`src/rtl/pds_pkg.sv`:
```
package pds_pkg;
   localparam int CTRL_W  = 5;
   localparam int B_RSTN  = 0;
   localparam int B_ISO   = 1;
   localparam int B_SW1   = 2;
   localparam int B_SW2   = 3;
   localparam int B_CKOFF = 4;

   typedef enum logic [4:0] {
      S_IDLE,
      S_U_SW1, S_U_SW2, S_U_PWAIT, S_U_CLK, S_U_ISO, S_U_RST,
      S_U_SRAM, S_U_SWAIT, S_U_BUS, S_U_BWAIT,
      S_D_BUS, S_D_BWAIT, S_D_SRAM, S_D_SWAIT,
      S_D_ISO, S_D_RST, S_D_CLK, S_D_SW1, S_D_SW2, S_D_PWAIT
   } seq_st_e;
endpackage

```
`src/rtl/pds_wait_timer.sv`:
```
module pds_wait_timer #(
   parameter int LIMIT_CYC = 1000,
   parameter int POLL_CYC  = 10,
   localparam int CNT_W    = $clog2(LIMIT_CYC + 1),
   localparam int PC_W     = $clog2(POLL_CYC + 1)
) (
   input  logic             clk,
   input  logic             rst_n,
   input  logic             run,
   output logic             poll_tick,
   output logic [CNT_W-1:0] elapsed
);
   logic [PC_W-1:0] pcnt;

   assign poll_tick = run && (pcnt == PC_W'(POLL_CYC - 1));

   always_ff @(posedge clk or negedge rst_n) begin
      if (!rst_n) begin
         elapsed <= '0;
         pcnt    <= '0;
      end else if (!run) begin
         elapsed <= '0;
         pcnt    <= '0;
      end else begin
         if (elapsed != CNT_W'(LIMIT_CYC)) elapsed <= elapsed + 1'b1;
         pcnt <= poll_tick ? '0 : pcnt + 1'b1;
      end
   end
endmodule

```
`src/rtl/pds_ack_eval.sv`:
```
module pds_ack_eval #(
   parameter int             ACK_W    = 4,
   parameter logic [ACK_W-1:0] ACK_MASK = '1
) (
   input  logic             pwr_ack,
   input  logic             pwr_ack2,
   input  logic [ACK_W-1:0] sram_ack,
   output logic             pwr_all_on,
   output logic             pwr_all_off,
   output logic             sram_all_clr,
   output logic             sram_all_set
);
   assign pwr_all_on   = pwr_ack & pwr_ack2;
   assign pwr_all_off  = ~pwr_ack & ~pwr_ack2;
   assign sram_all_clr = (sram_ack & ACK_MASK) == '0;
   assign sram_all_set = (sram_ack & ACK_MASK) == ACK_MASK;
endmodule

```
`src/rtl/pwr_domain_seq.sv`:
```
module pwr_domain_seq
   import pds_pkg::*;
#(
   parameter int               PDN_W       = 4,
   parameter int               ACK_W       = 4,
   parameter logic [PDN_W-1:0] PDN_MASK    = '1,
   parameter logic [ACK_W-1:0] ACK_MASK    = '1,
   parameter bit               BUS_PROT_EN = 1'b1,
   parameter bit               FORCE_WAIT  = 1'b0,
   parameter int               CYC_PER_US  = 100,
   parameter int               TIMEOUT_US  = 1000000,
   parameter int               POLL_US     = 10,
   parameter int               FWAIT_US    = 12000
) (
   input  logic              clk,
   input  logic              rst_n,
   input  logic              on_req,
   input  logic              off_req,
   input  logic              pwr_ack,
   input  logic              pwr_ack2,
   input  logic [ACK_W-1:0]  sram_ack,
   input  logic              bus_prot_ack,
   output logic [CTRL_W-1:0] ctrl,
   output logic [PDN_W-1:0]  sram_pdn,
   output logic              bus_prot_req,
   output logic              done,
   output logic              busy,
   output logic              err,
   output logic              is_on
);
   localparam int  TMO_CYC   = TIMEOUT_US * CYC_PER_US;
   localparam int  POLL_CYC  = POLL_US * CYC_PER_US;
   localparam int  FW_CYC    = FWAIT_US * CYC_PER_US;
   localparam int  LIMIT_CYC = TMO_CYC;
   localparam int  CNT_W     = $clog2(LIMIT_CYC + 1);
   localparam bit  SKIP_UP_S = (ACK_MASK == '0) && !FORCE_WAIT;
   localparam bit  SKIP_DN_S = (ACK_MASK == '0);
   localparam logic [CTRL_W-1:0] CTRL_OFF = CTRL_W'(5'h12);

   initial begin
      if (CYC_PER_US < 1 || POLL_US < 1) $fatal(1, "pds: clock or poll rate must be >= 1");
      if (TIMEOUT_US < POLL_US) $fatal(1, "pds: timeout shorter than poll interval");
      if (FORCE_WAIT && FWAIT_US >= TIMEOUT_US) $fatal(1, "pds: forced wait must be below timeout");
   end

   seq_st_e          st;
   logic             run, poll_tick, tmo_hit, cond, go, sw_up_go, fail;
   logic [CNT_W-1:0] elapsed;
   logic             pwr_all_on, pwr_all_off, sram_all_clr, sram_all_set;

   pds_ack_eval #(.ACK_W(ACK_W), .ACK_MASK(ACK_MASK)) u_eval (
      .pwr_ack(pwr_ack), .pwr_ack2(pwr_ack2), .sram_ack(sram_ack),
      .pwr_all_on(pwr_all_on), .pwr_all_off(pwr_all_off),
      .sram_all_clr(sram_all_clr), .sram_all_set(sram_all_set));

   pds_wait_timer #(.LIMIT_CYC(LIMIT_CYC), .POLL_CYC(POLL_CYC)) u_tmr (
      .clk(clk), .rst_n(rst_n), .run(run),
      .poll_tick(poll_tick), .elapsed(elapsed));

   assign run = (st == S_U_PWAIT) || (st == S_U_SWAIT) || (st == S_U_BWAIT) ||
                (st == S_D_BWAIT) || (st == S_D_SWAIT) || (st == S_D_PWAIT);
   assign tmo_hit = run && (elapsed >= CNT_W'(TMO_CYC - 1));

   generate
      if (FORCE_WAIT) begin : g_fixed_wait
         assign sw_up_go = elapsed >= CNT_W'(FW_CYC - 1);
      end else begin : g_poll_wait
         assign sw_up_go = poll_tick && sram_all_clr;
      end
   endgenerate

   always_comb begin
      case (st)
         S_U_PWAIT: cond = pwr_all_on;
         S_U_BWAIT: cond = !bus_prot_ack;
         S_D_BWAIT: cond = bus_prot_ack;
         S_D_SWAIT: cond = sram_all_set;
         S_D_PWAIT: cond = pwr_all_off;
         default:   cond = 1'b0;
      endcase
   end

   assign go   = (st == S_U_SWAIT) ? sw_up_go : (poll_tick && cond);
   assign fail = tmo_hit && !go;
   assign busy = (st != S_IDLE);

   always_ff @(posedge clk or negedge rst_n) begin
      if (!rst_n) begin
         st           <= S_IDLE;
         ctrl         <= CTRL_OFF;
         sram_pdn     <= PDN_MASK;
         bus_prot_req <= BUS_PROT_EN;
         done         <= 1'b0;
         err          <= 1'b0;
         is_on        <= 1'b0;
      end else begin
         done <= 1'b0;
         if (run && fail) begin
            err <= 1'b1;
            st  <= S_IDLE;
         end else begin
            case (st)
               S_IDLE: begin
                  if (on_req) begin
                     err <= 1'b0;
                     st  <= S_U_SW1;
                  end else if (off_req) begin
                     err <= 1'b0;
                     st  <= BUS_PROT_EN ? S_D_BUS : S_D_SRAM;
                  end
               end
               S_U_SW1:   begin ctrl[B_SW1]   <= 1'b1; st <= S_U_SW2; end
               S_U_SW2:   begin ctrl[B_SW2]   <= 1'b1; st <= S_U_PWAIT; end
               S_U_PWAIT: if (go) st <= S_U_CLK;
               S_U_CLK:   begin ctrl[B_CKOFF] <= 1'b0; st <= S_U_ISO; end
               S_U_ISO:   begin ctrl[B_ISO]   <= 1'b0; st <= S_U_RST; end
               S_U_RST:   begin ctrl[B_RSTN]  <= 1'b1; st <= S_U_SRAM; end
               S_U_SRAM: begin
                  sram_pdn <= '0;
                  st       <= SKIP_UP_S ? S_U_BUS : S_U_SWAIT;
               end
               S_U_SWAIT: if (go) st <= S_U_BUS;
               S_U_BUS: begin
                  if (BUS_PROT_EN) begin
                     bus_prot_req <= 1'b0;
                     st           <= S_U_BWAIT;
                  end else begin
                     done  <= 1'b1;
                     is_on <= 1'b1;
                     st    <= S_IDLE;
                  end
               end
               S_U_BWAIT: if (go) begin
                  done  <= 1'b1;
                  is_on <= 1'b1;
                  st    <= S_IDLE;
               end
               S_D_BUS:   begin bus_prot_req <= 1'b1; st <= S_D_BWAIT; end
               S_D_BWAIT: if (go) st <= S_D_SRAM;
               S_D_SRAM: begin
                  sram_pdn <= PDN_MASK;
                  st       <= SKIP_DN_S ? S_D_ISO : S_D_SWAIT;
               end
               S_D_SWAIT: if (go) st <= S_D_ISO;
               S_D_ISO:   begin ctrl[B_ISO]   <= 1'b1; st <= S_D_RST; end
               S_D_RST:   begin ctrl[B_RSTN]  <= 1'b0; st <= S_D_CLK; end
               S_D_CLK:   begin ctrl[B_CKOFF] <= 1'b1; st <= S_D_SW1; end
               S_D_SW1:   begin ctrl[B_SW1]   <= 1'b0; st <= S_D_SW2; end
               S_D_SW2:   begin ctrl[B_SW2]   <= 1'b0; st <= S_D_PWAIT; end
               S_D_PWAIT: if (go) begin
                  done  <= 1'b1;
                  is_on <= 1'b0;
                  st    <= S_IDLE;
               end
               default: st <= S_IDLE;
            endcase
         end
      end
   end
endmodule

```
`config.mk`:
```
export PLATFORM = sky130hd
export DESIGN_NAME = pwr_domain_seq
export DESIGN_NICKNAME = d
export VERILOG_FILES = /design/src/rtl/pds_pkg.sv /design/src/rtl/pds_wait_timer.sv /design/src/rtl/pds_ack_eval.sv /design/src/rtl/pwr_domain_seq.sv
export SDC_FILE = /design/constraint.sdc
export NUM_CORES = 1
export LEC_CHECK = 0
export ABC_AREA = 1
export BUFFER_PORTS_ARGS = -buffer_cell sky130_fd_sc_hd__buf_4
export CORE_MARGIN = 2
export CORE_UTILIZATION = 35
export CTS_BUF_LIST = sky130_fd_sc_hd__clkbuf_4 sky130_fd_sc_hd__clkbuf_8
export DETAILED_ROUTE_END_ITERATION = 10
export SETUP_SLACK_MARGIN = 0.5
export SYNTH_ARGS = -nofsm -noshare
export SYNTH_HDL_FRONTEND = slang
export SYNTH_SLANG_ARGS = --single-unit
```
`constraint.sdc`:
```
create_clock -name clk -period 4.6 [get_ports clk]
set_input_delay 0.69 -clock clk [delete_from_list [all_inputs] [get_ports clk]]
set_output_delay 0.69 -clock clk [all_outputs]
set_load 0.02 [all_outputs]
```
Word level (Yosys, flattened, before mapping)
Cells that the tools add are included.
- flip-flop bits (word level): 55
- memory bits (writable): 0
- bits of input ports: 11
- bits in read-only memories: 0
- bits in latches: 0
- memories: 0
- multiply operators: 0
- muxes and demuxes: 32
- equality and inequality tests: 32
- add/subtract/negate cells: 2
- shift-type cells: 0
- reductions and logical operators: 37
- bitwise gates (word level): 5
- order comparisons: 1
- div/mod/pow operators: 0
- operator list (operator ; count):
    case mux 5 bit (20 select lines) ; 1
    2-to-1 mux 27 bit ; 2
    equality test 5 x 4 -> 1 bit, second input constant ; 8
    2-to-1 mux 5 bit ; 8
    adder 27 x 1 -> 27 bit, second input constant ; 1
    >= comparator 27 bit, second input constant ; 1
    inequality test 27 bit, second input constant ; 1
    equality test 5 bit, second input constant ; 5
    equality test 5 x 3 -> 1 bit, second input constant ; 4
    2-to-1 mux 10 bit ; 2
    nonzero test 2 bit ; 9
    AND reduction 2 bit ; 8
    case mux 1 bit (2 select lines) ; 7
    inequality test 3 x 2 -> 1 bit, second input constant ; 4
    adder 10 x 1 -> 10 bit, second input constant ; 1
    equality test 10 bit, second input constant ; 1
    equality test 5 x 2 -> 1 bit, second input constant ; 2
    2-to-1 mux 1 bit ; 10
    case mux 4 bit (2 select lines) ; 1
    logical AND 1 bit ; 6
    AND reduction 6 bit ; 1
    equality test 5 x 1 -> 1 bit, second input constant ; 1
    logical NOT 5 bit ; 1
    logical OR 1 bit ; 5
    other kinds (14) ; 19

Longest topological paths before layout
- depth in word-level cells: 14
- gate-level depth with buffers: 13
- gate-level depth less buffers: 12

Hierarchy
A second synthesis with hierarchy kept.
- cells, all modules: 475
- area total of the unflattened synthesis: 3347.0 µm²
- by module, submodules not included (module ; instances ; area an instance (µm²) ; cells an instance):
    pds_wait_timer ; 1 ; 2144.6 ; 300
    pwr_domain_seq ; 1 ; 1153.6 ; 162
    pds_ack_eval ; 1 ; 48.8 ; 13

Least setup slack after synthesis
No wires, ideal clock.
- kind: register to output
- start: register st[1]
- end: output port busy
- buffers on the path: 0
- stages on the path, launching flop included: 5
- slack: 2.928 ns
- arrival: 0.982 ns
- cell sequence: dfrtp_1 nor2_2 inv_2 nor3_2 inv_2
- word-level cells in the longest chain between the ends: 1
- ends and longest elaborated chain (element ; RTL line ; source):
    start, declared ; pwr_domain_seq.sv:46 ; seq_st_e st;
    start signal, assigned ; pwr_domain_seq.sv:109 ; st <= BUS_PROT_EN ? S_D_BUS : S_D_SRAM;
    start signal, assigned ; pwr_domain_seq.sv:120 ; st <= SKIP_UP_S ? S_U_BUS : S_U_SWAIT;
    start signal, assigned ; pwr_domain_seq.sv:142 ; st <= SKIP_DN_S ? S_D_ISO : S_D_SWAIT;
    nonzero test 5 bit ; pwr_domain_seq.sv:85 ; assign busy = (st != S_IDLE);
    end, declared ; pwr_domain_seq.sv:27 ; output logic busy,
No other way between the ends.

Worst setup path in the final report
- start: register st[3]
- end: output port busy
Same word-level chain as after synthesis.

==> impl_table.tex <==
\begin{tabular}{lr}
\hline
Metric & Value \\
\hline
\multicolumn{2}{l}{\textbf{Detailed routing}} \\
Pre-Repair DR Iteration Count & 4 \\
Detail Route Antenna Nets & 0 \\
Sum of routed wire length over all layers & 6720 um \\
Wire length per cell after detailed routing & 12.0 um \\
Via count & 2762 \\
Number of DRC markers after the initial detailed-route iteration & 104 \\
Vias per inst & 4.92 \\
Drc violations & 0 \\
\multicolumn{2}{l}{\textbf{Worst setup path}} \\
Start-to-end type of the worst setup path & flop to output port \\
Arrival time of data at the critical path endpoint & 1.62 ns \\
Reg-to-reg startpoint & st[4]\$\_DFFE\_PN0P\_ \\
End point of the critical path & busy \\
Slowest stage cell on the critical path & dfrtp\_1 \\
Minimum setup slack among reg-to-reg paths & 2.69 ns \\
Number of cells on the worst reg-to-reg path & 9 \\
Critical path launch point type & flop \\
Required time reported for the critical path endpoint & 3.91 ns \\
End of the worst register-to-register path & u\_tmr.pcnt[6]\$\_DFF\_PN0\_ \\
Setup crit end kind & output port \\
Worst-path cell chain & nor2\_2, inv\_1, nor3\_2, inv\_2, buf\_4 \\
First element of the critical path & st[3]\$\_DFFE\_PN0P\_ \\
Largest fanout on the critical path & 7 \\
Highest cell delay on the worst timing path & 0.48 ns \\
\multicolumn{2}{l}{\textbf{Yosys}} \\
Average cell area after synthesis & 7.36 um2 \\
Yosys warning total & 0 \\
Count leader, synth & nand2\_1 \\
Number of enable flip-flop cells after synthesis & 0 \\
Share of synthesized registers carrying an async set or reset & 1.00 \\
Flip-flop and latch count after synthesis & 52 \\
Synthesized instance count & 428 \\
Most area-consuming cells after synthesis & dfrtp\_1 38\%, nand2\_1 11\%, nor2\_1 7.8\% \\
Total nets after synthesis & 442 \\
Count of different cell masters after synthesis & 40 \\
Combined area of all synthesized cells & 3150 um2 \\
Most frequently used flop master after synthesis & dfrtp\_1 \\
Leading area contributor after synthesis & dfrtp\_1 \\
Sequential cell area fraction in the yosys report & 0.415 \\
Synth top cells by count & 95 x nand2\_1, 65 x nor2\_1, 53 x inv\_1 \\
Area share of the largest cell type after synthesis & 0.382 \\
\multicolumn{2}{l}{\textbf{Place}} \\
Placed cells & 553 \\
Hpwl dp & 5000 um \\
Worst Setup Slack post-DPL & 2.65 ns \\
Total of buffers placed on input and output ports & 24 \\
Routability Congestion & 0.954 \\
Cell area after placement & 3410 um2 \\
\multicolumn{2}{l}{\textbf{Clock network}} \\
Number of hold-repair buffers added at the cts stage & 0 \\
Clock-pin slew of the registers on the worst-case setup and hold paths & 0.10 ns \\
Latest clock arrival within the worst-skew pair & 0.30 ns \\
Clock tree from TritonCTS & yes \\
Cell at the root of the clock tree & clkbuf\_8 \\
Longest Clk Path Bufs & 2 \\
Total of cells resized after clock tree synthesis & 0 \\
Post-CTS repair timing setup buffer count & 0 \\
Number of clock sinks & 52 \\
Number of CTS-inserted buffers & 5 \\
Max H-tree Level & 2 \\
\multicolumn{2}{l}{\textbf{Timing}} \\
Smallest setup slack after layout & 2.29 ns \\
Post-route setup TNS & 0 ns \\
Period Utilization, post-route & 0.502 \\
\# setup viols final & 0 \\
Hold violation count in the final report & 0 \\
Worst slew margin relative to its limit & 0.560 \\
Final Max Tran Viols & 0 \\
Max Clock Skew & 0.00783 ns \\
Tightest Pin Transition & 0.660 ns \\
Minimum period implied by the final worst setup slack & 2.31 ns \\
Final hold slack & 0.417 ns \\
Setup repair after global routing missed its margin & false \\
Maximum clock frequency & 433 MHz \\
\multicolumn{2}{l}{\textbf{GRT}} \\
Pin count of the biggest net entering global routing & 53 \\
Via count of the first global-routing pass & 2646 \\
Gr ovfl total & 0 \\
Global-route wire length before repair & 11800 um \\
Number of antenna violations at the first check in global routing & 0 \\
Total routing resource utilization after global routing & 0.145 \\
\multicolumn{2}{l}{\textbf{Final layout}} \\
Ant. Diodes & 0 \\
End-of-flow core utilization & 0.404 \\
Finished Cell Area & 3520 um2 \\
\# nets final & 466 \\
Final non-filler cell total & 561 \\
Layout cell share with drive strength beyond 1 & 0.157 \\
Area growth, synth to finish & 11.8\% \\
Final-layout fill cell count & 902 \\
\multicolumn{2}{l}{\textbf{Pwr}} \\
Max IR drop VDD & 0.000163 V \\
Static leakage & 1.61 nW \\
Ratio of total power to cell area & 460 nW/um2 \\
Post-layout power & 1.62 mW \\
\multicolumn{2}{l}{\textbf{Floorplanning}} \\
Starting Density & 0.361 \\
\# rows & 34 \\
Die Span X & 98.8 um \\
Die Y & 98.8 um \\
Total die area & 9770 um2 \\
Area of the core region & 8720 um2 \\
Count of boundary I/O pins & 25 \\
\multicolumn{2}{l}{\textbf{Flow run}} \\
Max Cap Violations & 0 \\
\multicolumn{2}{l}{\textbf{Run status}} \\
Status & finished, final reports clean \\
\multicolumn{2}{l}{\textbf{Worst hold path}} \\
Classification of the worst-slack hold path & primary input to async pin \\
\hline
\end{tabular}
## critical path, delay by kind of cell, from the launching register on
| kind | cells | cell delay (ns) |
|---|---|---|
| flops | 1 | 0.48 |
| simple gates | 2 | 0.45 |
| buf+inv | 3 | 0.39 |
## cells by family (layout without fill, tap and decap cells)
kind of cell / count (synthesis) / after routing / synth area share
AO/OA/AOI/OAI: 55 / 55 / 0.0986
XOR/XNOR: 3 / 3 / 0.00835
adder cells (fa/ha/maj): 3 / 3 / 0.0119
buffers and inverters: 65 / 90 / 0.0878
flip-flops: 52 / 52 / 0.415
AND/OR/NAND/NOR: 250 / 250 / 0.378
## power breakdown
part | total (mW) | leakage, nW | internal (mW) | switching [mW]
Sequential | 0.596 | 0.691 | 0.527 | 0.0688
Combinational | 0.710 | 0.862 | 0.231 | 0.479
Clock | 0.314 | 0.0541 | 0.161 | 0.153
Total | 1.62 | 1.61 | 0.919 | 0.701
## state kept, by name, indices dropped and copies added, names as in the netlist, 5 cells and up
name and flops:
u_tmr.elapsed 27, u_tmr.pcnt 10, ctrl 5, st 5
## layout by cell type, fill, tap and decap left out, types with 2 or more instances in the layout
| cell | n |
|---|---|
| a211oi_1 | 4 |
| o21ai_0 | 14 |
| nand3_2 | 5 |
| nand2_2 | 5 |
| nand2_1 | 95 |
| nor3b_1 | 3 |
| buf_4 | 24 |
| clkbuf_8 | 5 |
| o21a_1 | 3 |
| nor3_2 | 2 |
| a31oi_1 | 3 |
| nand4_1 | 7 |
| inv_4 | 2 |
| ha_1 | 3 |
| dfstp_2 | 4 |
| inv_1 | 53 |
| nor2_1 | 65 |
| inv_2 | 3 |
| nor2_4 | 4 |
| xor2_1 | 2 |
| dfrtp_1 | 48 |
| o21ai_1 | 4 |
| nor2_2 | 8 |
| and3_1 | 2 |
| a21oi_1 | 23 |
| nand2_4 | 2 |
| nor3_1 | 14 |
| nor4_1 | 4 |
| nand3_1 | 29 |
## layout make-up
class                      count  area [um2]  area share
clock buffer                   5        68.8      0.0195
clock inverter                 3        42.5      0.0121
inverter                      58         223      0.0633
multi-input combinational    311        1570       0.445
sequential                    52        1310       0.371
tap                          108         135      0.0384
timing repair buffer          24         180      0.0512
## worst min-delay path by stage
stage	from	to	slack (ns)
2_1_floorplan	rst_n	ctrl[0]$_DFFE_PN0P_	0.39
3_3_place_gp	u_tmr.pcnt[0]$_DFF_PN0_	u_tmr.pcnt[0]$_DFF_PN0_	0.44
3_5_place_dp	u_tmr.pcnt[0]$_DFF_PN0_	u_tmr.pcnt[0]$_DFF_PN0_	0.46
4_1_cts	rst_n	u_tmr.elapsed[19]$_DFFE_PN0P_	0.44
5_1_grt	rst_n	u_tmr.elapsed[19]$_DFFE_PN0P_	0.46
6_report	rst_n	u_tmr.elapsed[15]$_DFFE_PN0P_	0.42
## layer usage
layer,vias to the layer above,global-route usage,routed length (um)
met4,0,0.0516,100
met5,-,0,0
li1,1429,-,-
met2,52,0.234,3100
met3,11,0.0220,228
met1,1270,0.197,3300
Note: power is estimated with default switching activity, not from simulation.
